## src/rtl/frame_guard.sv

```systemverilog
module frame_guard #(
  parameter int DW       = 32,
  parameter int NPORTS   = 16,
  parameter bit CHECK_EN = 1'b1
) (
  input  logic          clk,
  input  logic          rst,
  input  logic          in_valid,
  output logic          in_ready,
  input  logic [DW-1:0] in_data,
  input  logic [7:0]    in_port,
  input  logic          in_sop,
  input  logic          in_eop,
  output logic          out_valid,
  output logic [DW-1:0] out_data,
  output logic [7:0]    out_port,
  output logic          out_sop,
  output logic          out_eop,
  output logic          out_empty,
  output logic          err_stb,
  output logic [1:0]    err_code
);
  localparam int TAGS = 256;
  localparam logic [8:0] LIMIT = 9'(NPORTS);

  typedef enum logic [1:0] {NO_START = 2'd0, RE_START = 2'd1, NO_END = 2'd2, LONE_END = 2'd3} cause_t;

  logic [TAGS-1:0] open_q;
  logic            hold_q;
  logic [DW-1:0]   hold_data;
  logic [7:0]      hold_port;
  logic            hold_eop;

  wire take    = in_valid && in_ready;
  wire checked = CHECK_EN && ({1'b0, in_port} < LIMIT);
  wire is_open = open_q[in_port];

  assign in_ready = !hold_q;

  always_ff @(posedge clk) begin
    if (rst) begin
      open_q    <= '0;
      hold_q    <= 1'b0;
      hold_data <= '0;
      hold_port <= '0;
      hold_eop  <= 1'b0;
      out_valid <= 1'b0;
      out_data  <= '0;
      out_port  <= '0;
      out_sop   <= 1'b0;
      out_eop   <= 1'b0;
      out_empty <= 1'b0;
      err_stb   <= 1'b0;
      err_code  <= '0;
    end else begin
      out_valid <= 1'b0;
      out_empty <= 1'b0;
      err_stb   <= 1'b0;
      if (hold_q) begin
        hold_q            <= 1'b0;
        out_valid         <= 1'b1;
        out_data          <= hold_data;
        out_port          <= hold_port;
        out_sop           <= 1'b1;
        out_eop           <= hold_eop;
        err_stb           <= 1'b1;
        err_code          <= RE_START;
        open_q[hold_port] <= !hold_eop;
      end else if (take) begin
        out_valid <= 1'b1;
        out_data  <= in_data;
        out_port  <= in_port;
        out_sop   <= in_sop;
        out_eop   <= in_eop;
        if (checked) begin
          case ({is_open, in_sop, in_eop})
            3'b000: begin
              out_sop         <= 1'b1;
              err_stb         <= 1'b1;
              err_code        <= NO_START;
              open_q[in_port] <= 1'b1;
            end
            3'b001: begin
              out_valid <= 1'b0;
              out_eop   <= 1'b0;
              err_stb   <= 1'b1;
              err_code  <= LONE_END;
            end
            3'b010, 3'b011: open_q[in_port] <= !in_eop;
            3'b110, 3'b111: begin
              out_data        <= '0;
              out_sop         <= 1'b0;
              out_eop         <= 1'b1;
              out_empty       <= 1'b1;
              err_stb         <= 1'b1;
              err_code        <= NO_END;
              hold_q          <= 1'b1;
              hold_data       <= in_data;
              hold_port       <= in_port;
              hold_eop        <= in_eop;
              open_q[in_port] <= 1'b0;
            end
            default: if (in_eop) open_q[in_port] <= 1'b0;
          endcase
        end
      end
    end
  end
endmodule


```

## config.mk

```make
export PLATFORM = sky130hd
export DESIGN_NAME = frame_guard
export DESIGN_NICKNAME = d
export VERILOG_FILES = /design/src/rtl/frame_guard.sv
export SDC_FILE = /design/constraint.sdc
export NUM_CORES = 1
export LEC_CHECK = 0
export ABC_AREA = 1
export BUFFER_PORTS_ARGS = -buffer_cell sky130_fd_sc_hd__buf_2
export CAP_MARGIN = 0
export CORE_ASPECT_RATIO = 1.2
export CORE_MARGIN = 4
export CORE_UTILIZATION = 35
export DETAILED_ROUTE_END_ITERATION = 8
export PLACE_DENSITY = 0.49
export SLEW_MARGIN = 40
export SYNTH_ARGS = -nofsm -noshare
export SYNTH_HDL_FRONTEND = slang
export SYNTH_SLANG_ARGS = --single-unit
```

## constraint.sdc

```tcl
create_clock -name clk -period 5.6 [get_ports clk]
set_input_delay 0.84 -clock clk [delete_from_list [all_inputs] [get_ports clk]]
set_output_delay 0.84 -clock clk [all_outputs]
set_load 0.01 [all_outputs]
```

# Yosys cells after proc, flatten, opt, wreduce, memory -nomap -nowiden
# Index checks and enable logic that the tools add are counted.
[totals] wordCells=91 ff_bits=344
[classes] magnitude_cmp=5 bitwise_logic=6 n_reduce_logical=21 n_mux=40 eq_ne=6
[ops] cell="$mux W256" n=4
[ops] cell="$pmux W256 S4" n=1
[ops] cell="$bwmux W256" n=2
[ops] cell="$and A256 B256 Y256" n=1
[ops] cell="$not A256 Y256" n=1
[ops] cell="$or A256 B256 Y256" n=1
[ops] cell="$mux W32" n=4
[ops] cell="$mux W1" n=21
[ops] cell="$lt A8 B9 Y1 const B" n=2
[ops] cell="$demux W1 S8" n=2
[ops] cell="$ge A8 B1 Y1 const B" n=2
[ops] cell="$mux W8" n=2
[ops] cell="$bmux W1 S8" n=1
[ops] cell="$lt A8 B5 Y1 const B" n=1
[ops] cell="$reduce_and A4 Y1" n=2
[ops] cell="$reduce_or A4 Y1" n=2
[ops] cell="$eq A3 B2 Y1 const B" n=2
[ops] cell="$eq A3 B3 Y1 const B" n=2
[ops] cell="$pmux W2 S3" n=1
[ops] cell="$reduce_and A3 Y1" n=2
[ops] cell="$reduce_or A2 Y1" n=3
[ops] cell="$reduce_bool A5 Y1" n=1
[ops] cell="$pmux W1 S2" n=2
[ops] cell="$reduce_bool A2 Y1" n=2
[ops] cell="8 further kinds" n=14

# Depth between registers and ports, before layout
[logic_depth] word_depth=11 ltp_mapped=24 mapped_depth_nobuf=20

# Worst setup path before layout
# Ideal clock, no wire load.
[synth_timing] kind="input to register" from="input in_port[0]" to="register open_q[100]" t_required_ns=5.487 setup_slack_ns=2.686 setup_ns=0.113 stages=23 arrival_ns=2.801 n_path_buf=5 cell_sequence="buf_6 > buf_6 > buf_6 > nand2_1 > o21ai_0 > nand2_1 > nand2_1 > nand2_1 > nand2_1 > nor2_1 > nor2_1 > nor2_1 > nand2_1 > nand2_1 > nand2_2 > nor2_8 > nand2_2 > nand2_4 > buf_8 > buf_8 > nand4_2 > nor2_1 > nor2_1"
[synth_via] elab_chain_cells=11
[synth_lines] item="from (decl)" line="11" rtl="input logic [7:0] in_port,"
[synth_lines] item="$lt A8 B9 Y1 (implied by the code) / $ge A8 B1 Y1 (equally long branches)"
[synth_lines] item="$logic_and A1 B1 Y1 (implied by the code)"
[synth_lines] item="$mux W1 (implied by the code)"
[synth_lines] item="$demux W1 S8"
[synth_lines] item="$not A256 Y256 (no line)"
[synth_lines] item="$and A256 B256 Y256 (no line)"
[synth_lines] item="$mux W256" line="103" rtl="default: if (in_eop) open_q[in_port] <= 1'b0;"
[synth_lines] item="$pmux W256 S4" line="76" rtl="case ({is_open, in_sop, in_eop})"
[synth_lines] item="$mux W256" line="75" rtl="if (checked) begin"
[synth_lines] item="$mux W256" line="69" rtl="end else if (take) begin"
[synth_lines] item="$mux W256" line="59" rtl="if (hold_q) begin"
[synth_lines] item="to (signal, indexed assignment)" line="68" rtl="open_q[hold_port] <= !hold_eop;"
[synth_lines] item="to (signal, indexed assignment)" line="89" rtl="3'b010, 3'b011: open_q[in_port] <= !in_eop;"
[synth_lines] item="to (decl)" line="28" rtl="logic [TAGS-1:0] open_q;"
# Several ways; a longest one is shown, not always the timed one. The select of a mux whose other input is x is not followed.
# A chain may end at the register's enable or synchronous reset.

# Worst setup path in the final report
[layout_timing] from="input in_port[2]" to="register open_q[207]"
# The elaborated chain is that of the path after synthesis.

==> out/metrics.yaml <==
clock_tree:
  cts_tree: "built"
  htree_levels: 2
  hold_buffers: 0
  clk_pin_slew_worst_paths_ns: 0.06
  post-cts-setup-buffers: 0
  clkLatencyLatePin_ns: 0.60
  cts-resized-gates: 0
  root_buffer: "clkbuf_16"
  clock_sinks: 344
  cts_buffer_depth: 3
  cts_buffers: 44
layout:
  multi_input_area_mm2: 0.0192
  syn_to_final_growth_pct: 8.22
  fin_util: 0.382
  nets: 5343
  nFillCells: 9417
  drive_above_1_share: 0.0842
  diodes: 0
  seqCellArea_mm2: 0.00689
die:
  start_util: 0.353
  die_height_um: 326
  dieArea_mm2: 0.0891
  core_area_mm2: 0.0836
  num_rows: 116
  fp.dieW_um: 273
  ios: 93
drt:
  dr.pass1.iters: 7
  wl_met2_um: 56200
  wl_per_cell_um: 18.9
  via_per_inst: 5.31
  wl_um: 122000
  drt_iter0_drc: 3223
  top_layer: "met5"
  num_vias: 34250
  wl_met1_um: 52800
  drc: 0
  wl_met3_um: 8680
  drt.antenna.violating_nets: 0
grt:
  grt_first_pass_wirelength_um: 189000
  antenna_found_initial: 2
  grt_pass1_vias: 31812
  grt_use_total: 0.265
  grt_max_degree: 137
  overflow: 0
critical_path:
  worst-path-max-fanout: 98
  worstRegToRegCells: 19
  required_ns: 6.09
  r2r_end: "open_q[207]$_SDFFE_PP0P_"
  worstPathArrival_ns: 4.71
  r2r_slack_ns: 2.22
  r2r-start: "open_q[104]$_SDFFE_PP0P_"
  crit_type: "in -> reg"
  cp-end-kind: "register"
  critPathLaunchType: "input port"
synth:
  yosys.area.top_type: "nand2_1"
  yosysUniqueCellTypes: 28
  synthCells: 5546
  syn_nets: 5591
  synth_top_area_frac: 0.272
  async_flop_share: 0
  ys_ff_latch: 344
  ys_warn_count: 0
  ys.flop_type: "dfxtp_1"
  synth_edf_count: 0
  synthTopCellsByArea: "nand2_1 (27%), dfxtp_1 (23%), nor2_1 (12%)"
  seq_area_frac_synth: 0.233
  avgSynthCellArea_um2: 5.32
  syn-cell-area_mm2: 0.0295
sta:
  setup_tns_ns: 0
  fmax_ghz: 0.237
  fin_crit_ns: 4.21
  finalHoldViolCount: 0
  final.setup_skew_ns: 0.0116
  slew_viol_final: 0
  tightest_slew_ns: 0.889
  finalSetupViolCount: 0
  relSlewSlack: 0.407
  rsz0062_at_grt: "false"
  period_share: 0.753
power_and_ir_drop:
  leakagePower_uw: 0.0137
  p_per_area_mw_per_mm2: 198
  ir_worst_vdd_mv: 0.214
  p_total_uw: 6330
placement:
  numPortBuffers: 92
  place_hpwl_um: 67700
  place.gp.congestion: 0.846
run:
  maxCapViolations: 0
worst_hold_path:
  hp-class: "reg -> reg"
  worstHoldStart: "hold_data[31]$_SDFFE_PP0P_"
  worstHoldPathCells: 2
  hold_path_end: "hold_data[31]$_SDFFE_PP0P_"
outcome:
  run_status: "completed"
[cells by family after synthesis]
kind of cell	Yosys count	share of synthesized area
flip-flops	344	0.233
AND/OR/NAND/NOR	3923	0.567
AO/OA/AOI/OAI	442	0.0768
buffers and inverters	837	0.123
[cell usage in the layout, fill, tap and decap left out, types with 4 or more instances in the layout]
master and instances:
a21oi_1 13, a31oi_1 33, buf_12 21, buf_2 90, buf_4 82, bufinv_16 4
clkbuf_1 7, clkbuf_16 45, clkbuf_8 12, clkinv_2 12, dfxtp_1 343, inv_1 315
inv_2 21, nand2_1 2139, nand3_1 552, nand4_1 156, nand4_2 100, nor2_1 922
nor2_2 21, nor2_4 18, nor3_1 5, o21ai_0 367, o21ai_1 23
[worst max path at each step]
stage,start,to,slack [ns],cells past startpoint
floorplan,in_port[0],open_q[100]$_SDFFE_PP0P_,2.69,23
global placement,in_port[2],open_q[198]$_SDFFE_PP0P_,0.86,20
detailed placement,in_port[2],open_q[206]$_SDFFE_PP0P_,0.80,20
CTS,in_port[2],open_q[206]$_SDFFE_PP0P_,1.44,20
global route,in_port[2],open_q[195]$_SDFFE_PP0P_,1.20,20
finish,in_port[2],open_q[207]$_SDFFE_PP0P_,1.39,19
[flip-flops by register name, summed over array words and instances (netlist names)]
register   flops
out_port       8
hold_data     32
out_sop        1
hold_eop       1
hold_q         1
err_code       2
out_valid      1
open_q       256
out_eop        1
err_stb        1
out_data      32
hold_port      8
[layout make-up]
type,count,area share
clock buffer,63,0.0408
clock inverter,17,0.00588
inverter,341,0.0408
multi-input combinational,4365,0.602
sequential,344,0.216
tap,1121,0.0439
timing repair buffer,202,0.0512
[Yosys cell counts (13+ instances only)]
cell      instances
dfxtp_1         344
nor2_1          958
nand4_1         156
clkbuf_1        323
buf_6            25
nand3_1         553
nand4_2         100
o21ai_0         367
a31oi_1          33
nand2_1        2140
buf_2            85
buf_1            34
buf_4            18
inv_1           337
a21oi_1          13
o21ai_1          24
[metrics by stage]
stage | setup WS, ns | cell area, um^2 | hold WS, ns | cells
after detailed placement | 0.801 | 30400 | 0.461 | 6372
after global placement | 0.861 | 30300 | 0.453 | 6368
after CTS | 1.44 | 31900 | 0.452 | 6452
after floorplan | 2.69 | 29500 | 0.441 | 5546
after global routing | 1.20 | 31900 | 0.477 | 6453
final | 1.39 | 31900 | 0.469 | 6453
[per-layer routing]
layer | vias up | track usage
li1 | 16964 | -
met1 | 15892 | 0.345
met2 | 1196 | 0.449
met3 | 196 | 0.0393
met4 | 2 | 0.0866
met5 | - | 0
[worst max-delay path, stage by stage]
cell and delay (ns):
buf_2 0.16, inv_1 0.09, nor2_2 0.67, buf_4 0.32, nand2_1 0.07, nand2_1 0.08, nor2_1 0.07, nor2_1 0.29
nor2_1 0.10, nand2_1 0.10, nand2_1 0.12, nand2_2 0.16, nor2_8 0.08, nand3_4 0.09, buf_12 0.43, buf_12 0.52
nand4_1 0.21, nor2_1 0.16, nor2_1 0.06
[report_power, final]
group	switching (uW)	internal, uW	leakage [uW]	total (uW)
combinational	557	187	0.0102	744
clock	1270	1800	0.000745	3060
sequential	22.6	2500	0.00279	2520
No activity file was read; power rests on OpenSTA's default activity.
